**src/rtl/sflash_se_pkg.sv**
```systemverilog
package sflash_se_pkg;
  localparam int unsigned OP_W       = 8;
  localparam int unsigned ADDR_BITS  = 24;
  localparam int unsigned FRAME_BITS = OP_W + ADDR_BITS;
  localparam int unsigned SEC_AW     = 12;
  localparam int unsigned SEC_BYTES  = 1 << SEC_AW;
  localparam int unsigned BITCNT_W   = $clog2(FRAME_BITS + 2);

  localparam logic [OP_W-1:0] OP_WREN = 8'h06;
  localparam logic [OP_W-1:0] OP_SE   = 8'h20;
  localparam logic [7:0]      ERASED  = 8'hFF;

  typedef enum logic [1:0] {
    CMD_NONE,
    CMD_WREN,
    CMD_SE_GO,
    CMD_SE_BAD
  } cmd_e;
endpackage

```
**src/rtl/sflash_frame_rx.sv**
```systemverilog
module sflash_frame_rx
  import sflash_se_pkg::*;
#(
  parameter int unsigned MEM_AW = 19
) (
  input  logic                       clk_i,
  input  logic                       rst_ni,
  input  logic                       sclk_i,
  input  logic                       cs_ni,
  input  logic                       si_i,
  output logic                       frame_end_o,
  output logic [OP_W-1:0]            opcode_o,
  output logic [BITCNT_W-1:0]        nbits_o,
  output logic [MEM_AW-SEC_AW-1:0]   sector_o
);
  localparam logic [BITCNT_W-1:0] CNT_SAT = BITCNT_W'(FRAME_BITS + 1);
  localparam logic [BITCNT_W-1:0] OP_LAST = BITCNT_W'(OP_W - 1);

  logic              sclk_q, cs_q;
  logic              sclk_rise;
  logic [BITCNT_W-1:0] cnt_q;
  logic [MEM_AW-1:0] sh_q;
  logic [OP_W-1:0]   op_q;

  assign sclk_rise   = sclk_i & ~sclk_q & ~cs_ni;
  assign frame_end_o = cs_ni & ~cs_q;

  always_ff @(posedge clk_i or negedge rst_ni) begin
    if (!rst_ni) begin
      sclk_q <= 1'b0;
      cs_q   <= 1'b1;
      cnt_q  <= '0;
      sh_q   <= '0;
      op_q   <= '0;
    end else begin
      sclk_q <= sclk_i;
      cs_q   <= cs_ni;
      if (cs_ni) begin
        cnt_q <= '0;
      end else if (sclk_rise) begin
        sh_q <= {sh_q[MEM_AW-2:0], si_i};
        if (cnt_q != CNT_SAT) cnt_q <= cnt_q + 1'b1;
        if (cnt_q == OP_LAST) op_q <= {sh_q[OP_W-2:0], si_i};
      end
    end
  end

  assign opcode_o = op_q;
  assign nbits_o  = cnt_q;
  assign sector_o = sh_q[MEM_AW-1:SEC_AW];
endmodule

```
**src/rtl/sflash_se_qualify.sv**
```systemverilog
module sflash_se_qualify
  import sflash_se_pkg::*;
(
  input  logic                clk_i,
  input  logic                rst_ni,
  input  logic                frame_end_i,
  input  logic [OP_W-1:0]     opcode_i,
  input  logic [BITCNT_W-1:0] nbits_i,
  input  logic                busy_i,
  input  logic                done_i,
  output logic                start_o,
  output logic                wel_o
);
  localparam logic [BITCNT_W-1:0] N_OP    = BITCNT_W'(OP_W);
  localparam logic [BITCNT_W-1:0] N_FRAME = BITCNT_W'(FRAME_BITS);

  cmd_e cmd;
  logic wel_q, wel_d;

  always_comb begin
    cmd = CMD_NONE;
    if (frame_end_i && !busy_i && nbits_i >= N_OP) begin
      if (opcode_i == OP_WREN && nbits_i == N_OP) cmd = CMD_WREN;
      else if (opcode_i == OP_SE && wel_q)        cmd = (nbits_i == N_FRAME) ? CMD_SE_GO : CMD_SE_BAD;
    end
  end

  always_comb begin
    wel_d = wel_q;
    unique case (cmd)
      CMD_WREN:   wel_d = 1'b1;
      CMD_SE_BAD: wel_d = 1'b0;
      default:    ;
    endcase
    if (done_i) wel_d = 1'b0;
  end

  always_ff @(posedge clk_i or negedge rst_ni) begin
    if (!rst_ni) wel_q <= 1'b0;
    else         wel_q <= wel_d;
  end

  assign start_o = (cmd == CMD_SE_GO);
  assign wel_o   = wel_q;
endmodule

```
**src/rtl/sflash_sector_wipe.sv**
```systemverilog
module sflash_sector_wipe
  import sflash_se_pkg::*;
#(
  parameter int unsigned MEM_AW       = 19,
  parameter int unsigned ERASE_CYCLES = 5000
) (
  input  logic                     clk_i,
  input  logic                     rst_ni,
  input  logic                     start_i,
  input  logic [MEM_AW-SEC_AW-1:0] sector_i,
  output logic                     busy_o,
  output logic                     done_o,
  output logic                     mem_we_o,
  output logic [MEM_AW-1:0]        mem_addr_o,
  output logic [7:0]               mem_wdata_o
);
  localparam int unsigned CNT_W = $clog2(ERASE_CYCLES + 1);
  localparam logic [CNT_W-1:0] LAST    = CNT_W'(ERASE_CYCLES - 1);
  localparam logic [CNT_W-1:0] WR_SPAN = CNT_W'(SEC_BYTES);

  logic                     busy_q;
  logic [CNT_W-1:0]         cnt_q;
  logic [MEM_AW-SEC_AW-1:0] sec_q;

  assign done_o = busy_q && cnt_q == LAST;

  always_ff @(posedge clk_i or negedge rst_ni) begin
    if (!rst_ni) begin
      busy_q <= 1'b0;
      cnt_q  <= '0;
      sec_q  <= '0;
    end else if (start_i && !busy_q) begin
      busy_q <= 1'b1;
      cnt_q  <= '0;
      sec_q  <= sector_i;
    end else if (busy_q) begin
      if (done_o) busy_q <= 1'b0;
      else        cnt_q  <= cnt_q + 1'b1;
    end
  end

  assign busy_o      = busy_q;
  assign mem_we_o    = busy_q && cnt_q < WR_SPAN;
  assign mem_addr_o  = {sec_q, cnt_q[SEC_AW-1:0]};
  assign mem_wdata_o = ERASED;
endmodule

```
**src/rtl/sflash_se_ctrl.sv**
```systemverilog
module sflash_se_ctrl
  import sflash_se_pkg::*;
#(
  parameter int unsigned MEM_AW       = 19,
  parameter int unsigned ERASE_CYCLES = 5000
) (
  input  logic              clk_i,
  input  logic              rst_ni,
  input  logic              sclk_i,
  input  logic              cs_ni,
  input  logic              si_i,
  output logic              busy_o,
  output logic              wel_o,
  output logic              mem_we_o,
  output logic [MEM_AW-1:0] mem_addr_o,
  output logic [7:0]        mem_wdata_o
);
  logic                     frame_end, start, done;
  logic [OP_W-1:0]          opcode;
  logic [BITCNT_W-1:0]      nbits;
  logic [MEM_AW-SEC_AW-1:0] sector;

  sflash_frame_rx #(.MEM_AW(MEM_AW)) u_rx (
    .clk_i, .rst_ni, .sclk_i, .cs_ni, .si_i,
    .frame_end_o(frame_end), .opcode_o(opcode), .nbits_o(nbits), .sector_o(sector)
  );

  sflash_se_qualify u_qual (
    .clk_i, .rst_ni,
    .frame_end_i(frame_end), .opcode_i(opcode), .nbits_i(nbits),
    .busy_i(busy_o), .done_i(done), .start_o(start), .wel_o(wel_o)
  );

  sflash_sector_wipe #(.MEM_AW(MEM_AW), .ERASE_CYCLES(ERASE_CYCLES)) u_wipe (
    .clk_i, .rst_ni, .start_i(start), .sector_i(sector),
    .busy_o(busy_o), .done_o(done),
    .mem_we_o(mem_we_o), .mem_addr_o(mem_addr_o), .mem_wdata_o(mem_wdata_o)
  );
endmodule

```
**config.mk**
```make
export PLATFORM = sky130hd
export DESIGN_NAME = sflash_se_ctrl
export DESIGN_NICKNAME = d
export VERILOG_FILES = /design/src/rtl/sflash_se_pkg.sv /design/src/rtl/sflash_frame_rx.sv /design/src/rtl/sflash_se_qualify.sv /design/src/rtl/sflash_sector_wipe.sv /design/src/rtl/sflash_se_ctrl.sv
export SDC_FILE = /design/constraint.sdc
export NUM_CORES = 1
export LEC_CHECK = 0
export BUFFER_PORTS_ARGS = -buffer_cell sky130_fd_sc_hd__buf_2
export CORE_MARGIN = 8
export CORE_UTILIZATION = 45
export CTS_BUF_LIST = sky130_fd_sc_hd__clkbuf_16
export CTS_CLUSTER_DIAMETER = 60
export DETAILED_ROUTE_END_ITERATION = 12
export PLACE_DENSITY = 0.7
export SYNTH_ARGS = -nofsm -noshare
export SYNTH_HDL_FRONTEND = slang
export SYNTH_SLANG_ARGS = --single-unit
```
**constraint.sdc**
```tcl
create_clock -name clk_i -period 2.4 [get_ports clk_i]
set_clock_uncertainty 0.1 [all_clocks]
set_input_delay 0.24 -clock clk_i [delete_from_list [all_inputs] [get_ports clk_i]]
set_output_delay 0.24 -clock clk_i [all_outputs]
set_load 0.01 [all_outputs]
```
======== Word-level counts from Yosys, hierarchy flattened ========
Index checks and enable logic that the tools add are counted.
word-level totals
  output and inout port bits .............. 30
  register bits after elaboration ......... 57
operators by class
  reductions and logical operators ........ 16
  eq/ne operators ......................... 11
  order comparisons ....................... 2
  multiplexer cells ....................... 15
  bitwise gates (word level) .............. 6
  add/subtract/negate cells ............... 2
operators with widths
  operator               count
  $mux 13                3
  $mux 6                 3
  $add 13x1->13 const B  1
  $eq 13x13->1 const B   1
  $lt 13x13->1 const B   1
  $eq 8x3->1 const B     1
  $eq 8x6->1 const B     1
  $logic_and 1x1->1      7
  $add 6x1->6 const B    1
  $eq 6x3->1 const B     1
  $eq 6x4->1 const B     1
  $eq 6x6->1 const B     1
  $ge 6x4->1 const B     1
  $mux 2                 3
  $ne 6x6->1 const B     1
  $reduce_and 2->1       3
  $reduce_bool 2->1      3
  $mux 1                 5
  $eq 2x2->1 const B     2
  $and 1x1->1            3
  $not 1->1              3
  $reduce_and 3->1       1
  $reduce_bool 3->1      1
  $eq 2x1->1 const B     1
  other kinds (3)        3

======== Logic depth before layout (Yosys ltp) ========
Gate-level depths: netlist of the first run.
  word-level depth ........................ 9
  depth in mapped cells ................... 8

======== Modules after synthesis ========
From an unflattened synthesis of the first run, not the netlist that was laid out.
unflattened totals
  cell total of the unflattened synthesis .. 247
  area, all modules ....................... 2876.5 µm²
by module, submodules not included
  module              instances  sequential area each (µm²)  area an instance (µm²)  cells an instance
  sflash_frame_rx     1          877.1                       1506.4                  108
  sflash_sector_wipe  1          525.5                       1237.4                  123
  sflash_se_qualify   1          25.0                        132.6                   16

======== Worst setup path after synthesis of the first run ========
OpenSTA, ideal clock, no wires.
  kind .................................... register to register
  start point ............................. register u_wipe.busy_q (netlist: u_wipe.busy_o)
  end point ............................... register u_wipe.sec_q[1]
  setup time .............................. 0.125 ns
  arrival ................................. 1.655 ns
  buffers on the path ..................... 1
  setup slack ............................. 0.521 ns
  stages on the path, launching flop included .. 6
  path through ............................ dfrtp_1 -> nor4b_1 -> nand4_1 -> nor2_1 -> buf_4 -> mux2_2
on the way
  longest elaborated chain between the ends .. 6
RTL lines
  what                            line                                               text
  start, declared                 sflash_sector_wipe.sv:21                           logic busy_q;
  start signal, assigned          sflash_sector_wipe.sv:29                           busy_q <= 1'b0;
  start signal, assigned          sflash_sector_wipe.sv:33                           busy_q <= 1'b1;
  start signal, assigned          sflash_sector_wipe.sv:37                           if (done_o) busy_q <= 1'b0;
  $logic_not 1->1 *               sflash_se_qualify.sv:22, sflash_sector_wipe.sv:32
  $logic_and 1x1->1 (2 in a row)  sflash_se_qualify.sv:22                            if (frame_end_i && !busy_i && nbits_i >= N_OP) begin
  $mux 2                          sflash_se_qualify.sv:22
  $eq 2x2->1                      sflash_se_qualify.sv:43                            assign start_o = (cmd == CMD_SE_GO);
  $logic_and 1x1->1 *             sflash_sector_wipe.sv:32                           end else if (start_i && !busy_q) begin
  end signal, assigned            sflash_sector_wipe.sv:35                           sec_q <= sector_i;
  end, declared                   sflash_sector_wipe.sv:23                           logic [MEM_AW-SEC_AW-1:0] sec_q;
Every way passes the cells marked *; elsewhere a longest branch is shown, timed or not.
A chain may end at the register's enable or synchronous reset.

======== Worst setup path after layout of the first run ========
  start point ............................. register u_wipe.busy_q (netlist: u_wipe.busy_o)
  end point ............................... register u_wipe.sec_q[3]
The elaborated chain is that of the path after synthesis.

==> impl_metrics.py, run 1 <==
metrics = {
    "sta": {
        "setup_violations": 0,
        "rsz0062_at_grt": "no",
        "finalWorstSetupSlack_ps": 367,
        "tightest_slew_ps": 698,
        "fin_crit_ps": 2030,
        "finalSetupTns_ps": 0,
        "relSlewSlack_pct": 53.4,
        "fmax_ghz": 0.492,
        "drv_slew": 0,
        "finalHoldViolCount": 0,
        "fin_crit_sh_pct": 84.7,
    },
    "floorplanning": {
        "num_io_pins": 35,
        "core_um2": 5820,
        "fp-row-count": 28,
        "die_area_um2": 8610,
        "dieHeight_um": 92.8,
        "die_w_um": 92.8,
        "start_util_pct": 45.7,
    },
    "route": {
        "finalWirelength_mm": 4.64,
        "firstDrtPassIters": 4,
        "viasPerCell": 5.07,
        "wire_per_inst_um": 14.4,
        "dr.first_iter.drc_count": 51,
        "ant_nets": 0,
        "drc_errors": 0,
        "vias": 1637,
    },
    "job": {
        "max-cap-violations": 0,
    },
    "synthesis": {
        "yosys-top-cells-area": "dfrtp_1 (53%), mux2_2 (14%), buf_4 (6.2%)",
        "yosys.area.top_type_share_pct": 52.8,
        "syn_inst": 217,
        "synthArstFlopShare_pct": 100,
        "postSynthAreaPerCell_um2": 12.2,
        "synth_cell_types": 38,
        "synth_flop_cell": "dfrtp_1",
        "synth-edff-count": 0,
        "netlist.top_cell.by_area": "dfrtp_1",
        "ys_seq_elements": 57,
        "ys_seq_area_share_pct": 53.8,
        "synth_area_um2": 2660,
        "yosysMostFrequentCell": "dfrtp_1",
        "yosysWarningCount": 0,
        "ys_top_cells_by_count": "dfrtp_1 (56), mux2_2 (34), buf_4 (22)",
    },
    "pwr": {
        "ir_drop_v": 0.000438,
        "total_power_mw": 2.26,
        "powerDensity_nw_per_um2": 749,
        "power.leakage_nw": 1.46,
    },
    "layout": {
        "layout-drive-gt1-share_pct": 33.1,
        "antennaDiodeCount": 0,
        "area_growth_pct": 13.9,
        "fillCellCount": 526,
        "fin_nets": 252,
        "fin_area_um2": 3020,
    },
    "clocking": {
        "post_cts_buffers": 0,
        "cts_num_sinks": 57,
        "clk_pin_slew_ps": 50,
        "htree_levels": 3,
        "cts_buffer_depth": 2,
        "cts_tree": "done",
        "ctsHoldBuffers": 2,
        "ctsResizeCount": 0,
        "cts_inserted_buffers": 9,
        "clock_latency_ps": 320,
        "cts_root_buffer": "clkbuf_16",
    },
    "place": {
        "numPortBuffers": 26,
        "placed_area_um2": 2750,
        "place_ws_ps": 309,
        "hpwl_mm": 3.10,
        "routabilityCongestion": 0.759,
    },
    "critical_path": {
        "cp_slowest_cell": "nor4b_1",
        "cp_top_family": "simple AND/OR/NAND/NOR gates",
        "worst_r2r_path_depth": 5,
        "critPathBufInv": 1,
        "crit_path_start_kind": "flip-flop",
        "r2r-start": "u_wipe.busy_o",
        "max_stage_delay_ps": 430,
        "path_cells": "nor4b_1, nand4_1, nor2_1, buf_4, mux2_2",
        "r2r_slack_ps": 370,
        "worstPathArrival_ps": 2140,
        "worstPathRequired_ps": 2500,
        "critPathKind": "flip-flop to flip-flop",
        "endpoint_kind": "flip-flop",
        "worstPathMaxFanout": 20,
        "r2r-end": "u_wipe.sec_q[3]",
    },
    "grt": {
        "grt_first_pass_wirelength_mm": 8.14,
        "track_usage_pct": 12.2,
        "grt_start_max_net_pins": 58,
        "grt_overflow": 0,
        "grt_pass1_vias": 1690,
        "antenna_found_initial": 0,
    },
    "hold_path": {
        "min_from": "cs_ni",
        "hold_path_class": "input port to flip-flop",
        "hold_path_depth": 1,
        "hold_path_end": "u_rx.cs_q",
    },
    "run_status": {
        "status": "finished clean",
    },
}
==> sequential cells by signal (all words and copies together), names as in the netlist <==
register,count
u_rx.opcode_o,8
u_rx.sh_q,19
u_rx.sclk_q,1
u_wipe.cnt_q,13
u_qual.wel_o,1
u_wipe.busy_o,1
u_wipe.sec_q,7
u_rx.cs_q,1
u_rx.nbits_o,6
==> cells in the final DEF (no fill, tap or decap), types with 5 or more instances in the layout <==
cell type / count
xnor2_1: 9
dfrtp_1: 56
inv_1: 11
clkbuf_16: 9
nor2_1: 20
conb_1: 8
nand4_1: 9
xor2_1: 5
nand2_1: 9
buf_2: 26
nor3_1: 5
mux2_2: 34
==> worst max-delay path by stage <==
stage                           from               end  cells past startpoint
finish                 u_wipe.busy_o   u_wipe.sec_q[3]                      5
global route        u_rx.opcode_o[7]   u_wipe.sec_q[3]                      5
global placement               cs_ni   u_wipe.sec_q[3]                      6
CTS                  u_rx.nbits_o[3]  u_rx.opcode_o[4]                      3
detailed placement             cs_ni   u_wipe.sec_q[3]                      6
floorplan              u_wipe.busy_o   u_wipe.sec_q[1]                      5
==> logic make-up (layout without fill, tap and decap cells) <==
logic type | Yosys count | in the layout | share of synthesized area [%]
and+or+nand+nor | 65 | 65 | 14.0
DFF | 57 | 57 | 53.8
muxes | 36 | 36 | 15.2
other | 1 | 8 | 0.141
adders and majority gates | 4 | 4 | 1.89
AOI/OAI and AO/OA | 10 | 10 | 2.59
buffers and inverters | 30 | 54 | 7.78
xor gates and xnor gates | 14 | 14 | 4.62
==> cell type report <==
cell class | instances | area [um^2] | share of cell area [%]
Inverter | 6 | 22.5 | 0.745
Timing Repair Buffer | 32 | 180 | 5.96
Multi-Input combinational cell | 137 | 1050 | 34.6
Tap cell | 75 | 93.8 | 3.10
Clock buffer | 9 | 225 | 7.45
Sequential cell | 57 | 1430 | 47.2
Clock inverter | 7 | 27.5 | 0.910
==> per-layer routing <==
layer  routed length, um  vias up  track usage [%]  part of all wire [%]
met5                   0        -                0                     0
met4                 127        0             7.65                   2.7
met3                 307       10             4.85                   6.6
met2                2170       39             18.0                    47
met1                2040      798             14.4                    44
li1                    -      790                -                     -
==> power by group <==
group / switching (mW) / internal (mW) / total, mW
sequential: 0.0453 / 1.04 / 1.08
combinational: 0.0576 / 0.0695 / 0.127
clock: 0.385 / 0.669 / 1.05
total: 0.488 / 1.78 / 2.26
==> per-stage QoR <==
stage / instances / util, % / hold WS [ps]
3_5_place_dp: 305 / 47.3 / 271
3_3_place_gp: 305 / 47.3 / 267
5_1_grt: 323 / 52.0 / 35.0
4_1_cts: 323 / 52.0 / 37.4
2_1_floorplan: 224 / - / -156
6_report: 323 / 52.0 / 42.5
(Power assumes the default switching activity.)
==> run 2, diff against run 1 <==
--- a/config.mk
+++ b/config.mk
@@ -11,7 +11,7 @@
 export CTS_BUF_LIST = sky130_fd_sc_hd__clkbuf_16
 export CTS_CLUSTER_DIAMETER = 60
 export DETAILED_ROUTE_END_ITERATION = 12
-export PLACE_DENSITY = 0.7
+export PLACE_DENSITY = 0.72
 export SYNTH_ARGS = -nofsm -noshare
 export SYNTH_HDL_FRONTEND = slang
 export SYNTH_SLANG_ARGS = --single-unit
==> constraint.sdc (replaced) <==
create_clock -name clk_i -period 1.6 [get_ports clk_i]
set_clock_uncertainty 0.1 [all_clocks]
set_input_delay 0.16 -clock clk_i [delete_from_list [all_inputs] [get_ports clk_i]]
set_output_delay 0.16 -clock clk_i [all_outputs]
set_load 0.01 [all_outputs]
==> run 2 against run 1 <==
Against the previous run:
- the flow now finishes with violations (setup timing)
- sequential share of layout area down 8.2 points
- die area unchanged
- non-clock buffer count increased by 42
- largest power group unchanged
==> impl_metrics.py, run 2 (synthesized netlist as in run 1, its figures left out) <==
metrics = {
    "sta": {
        "finalWorstSetupSlack_ps": -175,
        "fin_crit_sh_pct": 111,
        "fin_crit_ps": 1780,
        "drv_slew": 0,
        "holdWs_ps": 19.8,
        "finalSetupTns_ps": -4400,
        "finalHoldViolCount": 0,
        "setup_violations": 50,
        "fmax_ghz": 0.563,
        "rsz0062_at_grt": "yes",
    },
    "layout": {
        "largest_reg_flops": 19,
        "multi_input_area_um2": 1290,
        "largest_register": "u_rx.sh_q",
        "area_growth_pct": 37.9,
        "mostFrequentLayoutCells": "dfrtp_1 (55), buf_4 (36), mux2_4 (34)",
        "fin_nets": 294,
        "regArea_um2": 1430,
        "antennaDiodeCount": 0,
        "layout-drive-gt1-share_pct": 49.0,
        "fillCellCount": 442,
        "final_common_cell": "dfrtp_1",
    },
    "place": {
        "hpwl_mm": 3.72,
        "numPortBuffers": 26,
        "place_ws_ps": -241,
        "routabilityCongestion": 0.758,
    },
    "route": {
        "viasPerCell": 5.06,
        "dr.first_iter.drc_count": 95,
        "vias": 1848,
        "finalWirelength_mm": 6.02,
        "firstDrtPassIters": 4,
        "ant_nets": 0,
        "drc_errors": 0,
        "wire_per_inst_um": 16.5,
    },
    "critical_path": {
        "worstPathArrival_ps": 1880,
        "worstPathMaxFanout": 8,
        "worstPathRequired_ps": 1700,
        "critPathKind": "flip-flop to flip-flop",
        "crit_path_start_kind": "flip-flop",
        "endpoint_kind": "flip-flop",
    },
    "clocking": {
        "clk_pin_slew_ps": 50,
        "clock_latency_ps": 320,
        "htree_levels": 3,
        "cts_inserted_buffers": 9,
        "cts_tree": "done",
        "cts_root_buffer": "clkbuf_16",
        "cts_buffer_depth": 2,
        "cts_num_sinks": 57,
    },
    "floorplanning": {
        "die_area_um2": 8610,
        "start_util_pct": 45.7,
        "core_um2": 5820,
        "num_io_pins": 35,
        "die_w_um": 92.8,
        "fp-row-count": 28,
        "dieHeight_um": 92.8,
    },
    "grt": {
        "track_usage_pct": 14.3,
        "grt_start_max_net_pins": 33,
        "antenna_found_initial": 0,
        "grt_first_pass_wirelength_mm": 9.36,
        "grt_overflow": 0,
        "grt_pass1_vias": 1798,
    },
    "pwr": {
        "powerDensity_nw_per_um2": 982,
        "ir_drop_v": 0.000844,
        "power.leakage_nw": 1.74,
    },
    "run_status": {
        "status": "complete, but fails checks",
        "violations": "setup timing",
    },
    "job": {
        "max-cap-violations": 0,
    },
    "hold_path": {
        "hold_path_class": "input port to flip-flop",
    },
}
run 2: changes by cell type in the layout (fill, tap and decap cells not counted), sizes merged:
cell,before,now
buf,30,71
inv,11,7
clkinv,2,5
clkbuf,9,10
clkinvlp,0,1
run 2: layout make-up:
class | count | area share, %
sequential | 57 | 39.0
tap | 75 | 2.56
timing repair buffer | 74 | 15.4
clock inverter | 7 | 0.820
inverter | 6 | 0.717
multi-input combinational | 137 | 35.3
clock buffer | 9 | 6.15
run 2: metrics by stage:
| stage | instances | util [%] | area [um^2] | total power, mW |
|---|---|---|---|---|
| floorplan | 224 | - | 2720 | 1.78 |
| global placement | 337 | 52.4 | 3050 | 1.86 |
| detailed placement | 337 | 52.4 | 3050 | 1.87 |
| CTS | 361 | 60.3 | 3510 | 3.55 |
| global route | 365 | 63.0 | 3660 | 3.77 |
| finish | 365 | 63.0 | 3660 | 3.60 |
run 2: worst max-delay path, cell delays in order, from the launching register on:
cell     delay [ps]
dfrtp_1         410
inv_2           100
ha_4            120
nor2b_4         140
nand4_1         140
nor2_2          160
buf_6           180
mux2_4          310
run 2: timing repair:
action                                 in CTS  in global routing
setup buffers                               7                  5
pin swaps                                   8                  9
setup endpoints to repair                  51                 50
cloned                                      0                  2
hold buffers                                2                  0
resized for setup                          33                 24
endpoints found under the hold margin      57                  0
run 2: metal layers:
layer	global-route usage, %	vias to the layer above	part of all wire [%]
li1	-	874	-
met1	16.8	918	44
met2	21.7	42	48
met3	4.94	14	6.1
met4	9.26	0	2.4
met5	0	-	0
run 2: path summary, 6_finish.rpt:
check	from	depth (start not counted)	slack, ps	endpoint
setup / recovery	u_rx.nbits_o[1]	7	-180	u_wipe.sec_q[0]
hold / removal	si_i	2	20	u_rx.sh_q[0]
setup reg to reg	u_rx.nbits_o[1]	7	-180	u_wipe.sec_q[0]
hold reg to reg	u_wipe.sec_q[5]	1	410	u_wipe.sec_q[5]
max in group asynchronous	rst_ni	3	810	u_rx.sh_q[15]
min in group asynchronous	rst_ni	3	280	u_rx.opcode_o[1]
run 2: report_power, final:
part | switching (mW) | internal [mW] | total [mW]
Combinational | 0.116 | 0.209 | 0.325
Clock | 0.610 | 1.01 | 1.62
Sequential | 0.0943 | 1.56 | 1.65
Total | 0.820 | 2.78 | 3.60
==> run 3, diff against run 2 <==
--- a/config.mk
+++ b/config.mk
@@ -7,11 +7,11 @@
 export LEC_CHECK = 0
 export BUFFER_PORTS_ARGS = -buffer_cell sky130_fd_sc_hd__buf_2
 export CORE_MARGIN = 8
-export CORE_UTILIZATION = 45
+export CORE_UTILIZATION = 50
 export CTS_BUF_LIST = sky130_fd_sc_hd__clkbuf_16
 export CTS_CLUSTER_DIAMETER = 60
 export DETAILED_ROUTE_END_ITERATION = 12
-export PLACE_DENSITY = 0.72
+export PLACE_DENSITY = 0.78
 export SYNTH_ARGS = -nofsm -noshare
 export SYNTH_HDL_FRONTEND = slang
 export SYNTH_SLANG_ARGS = --single-unit
==> run 3 against run 2 <==
Against the previous run:
- the run still ends with setup timing left
- setup slack worse by 130 ps
- critical path depth is 3 lower
- count of clock-buffer cells in the layout stayed put
- die area is 8.3% lower
- critical path type unchanged
- global-route usage is 4.6 points higher
- first-iteration DRC count is 68% higher
- routed wire length is 34% higher
- non-clock buffer count is 17 higher
- sequential cell count stayed put
- sequential share of layout area is 3.0 points lower
- via count is 13% higher
- largest power group is now the clock network
==> impl_metrics.py, run 3 (synthesized netlist as in run 1, its figures left out) <==
metrics = {
    "run_status": {
        "status": "complete, but fails checks",
        "violations": "setup timing",
    },
    "layout": {
        "antennaDiodeCount": 0,
        "fin_nets": 311,
        "final_common_cell": "dfrtp_1",
        "mostFrequentLayoutCells": "dfrtp_1 (55), buf_4 (47), mux2_4 (34)",
        "largest_reg_flops": 19,
        "area_growth_pct": 49.6,
        "largest_register": "u_rx.sh_q",
        "layout-drive-gt1-share_pct": 56.0,
    },
    "floorplanning": {
        "fp-row-count": 26,
        "num_io_pins": 35,
        "start_util_pct": 52.0,
        "dieHeight_um": 88.9,
        "die_area_um2": 7900,
        "die_w_um": 88.9,
        "core_um2": 5110,
    },
    "pwr": {
        "powerDensity_nw_per_um2": 965,
        "power.leakage_nw": 1.87,
        "ir_drop_v": 0.000763,
    },
    "clocking": {
        "cts_inserted_buffers": 9,
        "cts_root_buffer": "clkbuf_16",
        "cts_tree": "done",
        "clock_latency_ps": 330,
        "htree_levels": 3,
        "cts_num_sinks": 57,
        "clk_pin_slew_ps": 50,
        "cts_buffer_depth": 2,
    },
    "route": {
        "ant_nets": 0,
        "vias": 2086,
        "firstDrtPassIters": 4,
        "drc_errors": 0,
        "viasPerCell": 5.53,
        "dr.first_iter.drc_count": 160,
        "wire_per_inst_um": 21.3,
        "finalWirelength_mm": 8.03,
    },
    "sta": {
        "fmax_ghz": 0.524,
        "fin_crit_sh_pct": 119,
        "finalWorstSetupSlack_ps": -310,
        "setup_violations": 52,
        "rsz0062_at_grt": "yes",
        "fin_crit_ps": 1910,
        "finalSetupTns_ps": -7450,
        "finalHoldViolCount": 0,
        "drv_slew": 0,
    },
    "place": {
        "numPortBuffers": 26,
        "routabilityCongestion": 0.808,
        "hpwl_mm": 3.72,
        "place_ws_ps": -171,
    },
    "critical_path": {
        "worstPathMaxFanout": 5,
        "critPathBufInv": 0,
        "max_stage_delay_ps": 570,
        "path_cells": "or4bb_4, nor3_4, mux2i_1, o22ai_1",
        "cp_slowest_cell": "or4bb_4",
        "worstPathArrival_ps": 2010,
        "worst-path-stages": 4,
        "endpoint_kind": "flip-flop",
        "critPathKind": "flip-flop to flip-flop",
        "worstPathRequired_ps": 1700,
        "crit_path_start_kind": "flip-flop",
        "cp_top_family": "simple AND/OR/NAND/NOR gates",
        "worst_r2r_path_depth": 4,
    },
    "grt": {
        "use_met1_pct": 21.8,
        "grt_overflow": 0,
        "grt_start_max_net_pins": 34,
        "grt_pass1_vias": 2105,
        "grt_util_met2_pct": 29.8,
        "met3_usage_pct": 4.09,
        "grt_first_pass_wirelength_mm": 10.9,
        "track_usage_pct": 18.8,
        "top_usage_layer": "met2",
        "antenna_found_initial": 0,
    },
    "job": {
        "max-cap-violations": 0,
    },
    "hold_path": {
        "hold_path_depth": 3,
        "hold_path_class": "input port to flip-flop",
    },
}
## run 3: worst paths after layout
check	slack, ps	startpoint	end
min in group asynchronous	270	rst_ni	u_wipe.sec_q[4]
setup reg to reg	-310	u_wipe.cnt_q[10]	u_wipe.cnt_q[1]
setup / recovery	-310	u_wipe.cnt_q[10]	u_wipe.cnt_q[1]
hold / removal	180	cs_ni	u_rx.cs_q
hold reg to reg	410	u_rx.sh_q[18]	u_wipe.sec_q[6]
max in group asynchronous	740	rst_ni	u_rx.cs_q
## run 3: routing by layer
metal | up-vias | part of all wire [%]
li1 | 906 | -
met1 | 1058 | 38
met2 | 97 | 51
met3 | 25 | 6.9
met4 | 0 | 3.5
met5 | - | 0
## run 3: worst reg2reg max path, cell delays in order, from the launching register on
cell and delay [ps]:
dfrtp_1 370, or4bb_4 570, nor3_4 360, mux2i_1 260, o22ai_1 110
## run 3: final cells by class
| class | count | area [um^2] |
|---|---|---|
| Multi-Input combinational cell | 137 | 1390 |
| Inverter | 6 | 26.3 |
| Tap cell | 70 | 87.6 |
| Sequential cell | 57 | 1430 |
| Fill cell | 265 | 1140 |
| Timing Repair Buffer | 91 | 763 |
| Clock buffer | 9 | 225 |
| Clock inverter | 7 | 53.8 |
## run 3: metrics by stage
stage / total power [mW] / util [%] / hold slack, ps / cell area [um^2] / instances
final: 3.83 / 77.8 / 183 / 3970 / 377
after global routing: 3.96 / 77.8 / 189 / 3970 / 377
after CTS: 3.76 / 72.0 / 2.61 / 3680 / 366
after detailed placement: 1.87 / 60.0 / 75.5 / 3060 / 335
after global placement: 1.86 / 60.0 / 69.6 / 3060 / 335
after floorplan: 1.78 / - / -236 / 2720 / 224
## run 3: what timing repair did
action	in CTS	in global routing
pin swaps	10	20
hold buffers	2	1
endpoints found under the setup margin	50	52
resized for setup	44	48
cloned	2	3
buffers inserted	11	13
hold endpoints to repair	57	1
## run 3: report_power, final
part	switching, mW	internal, mW
logic	0.129	0.228
clock network	0.648	1.17
registers	0.101	1.56
total	0.878	2.96
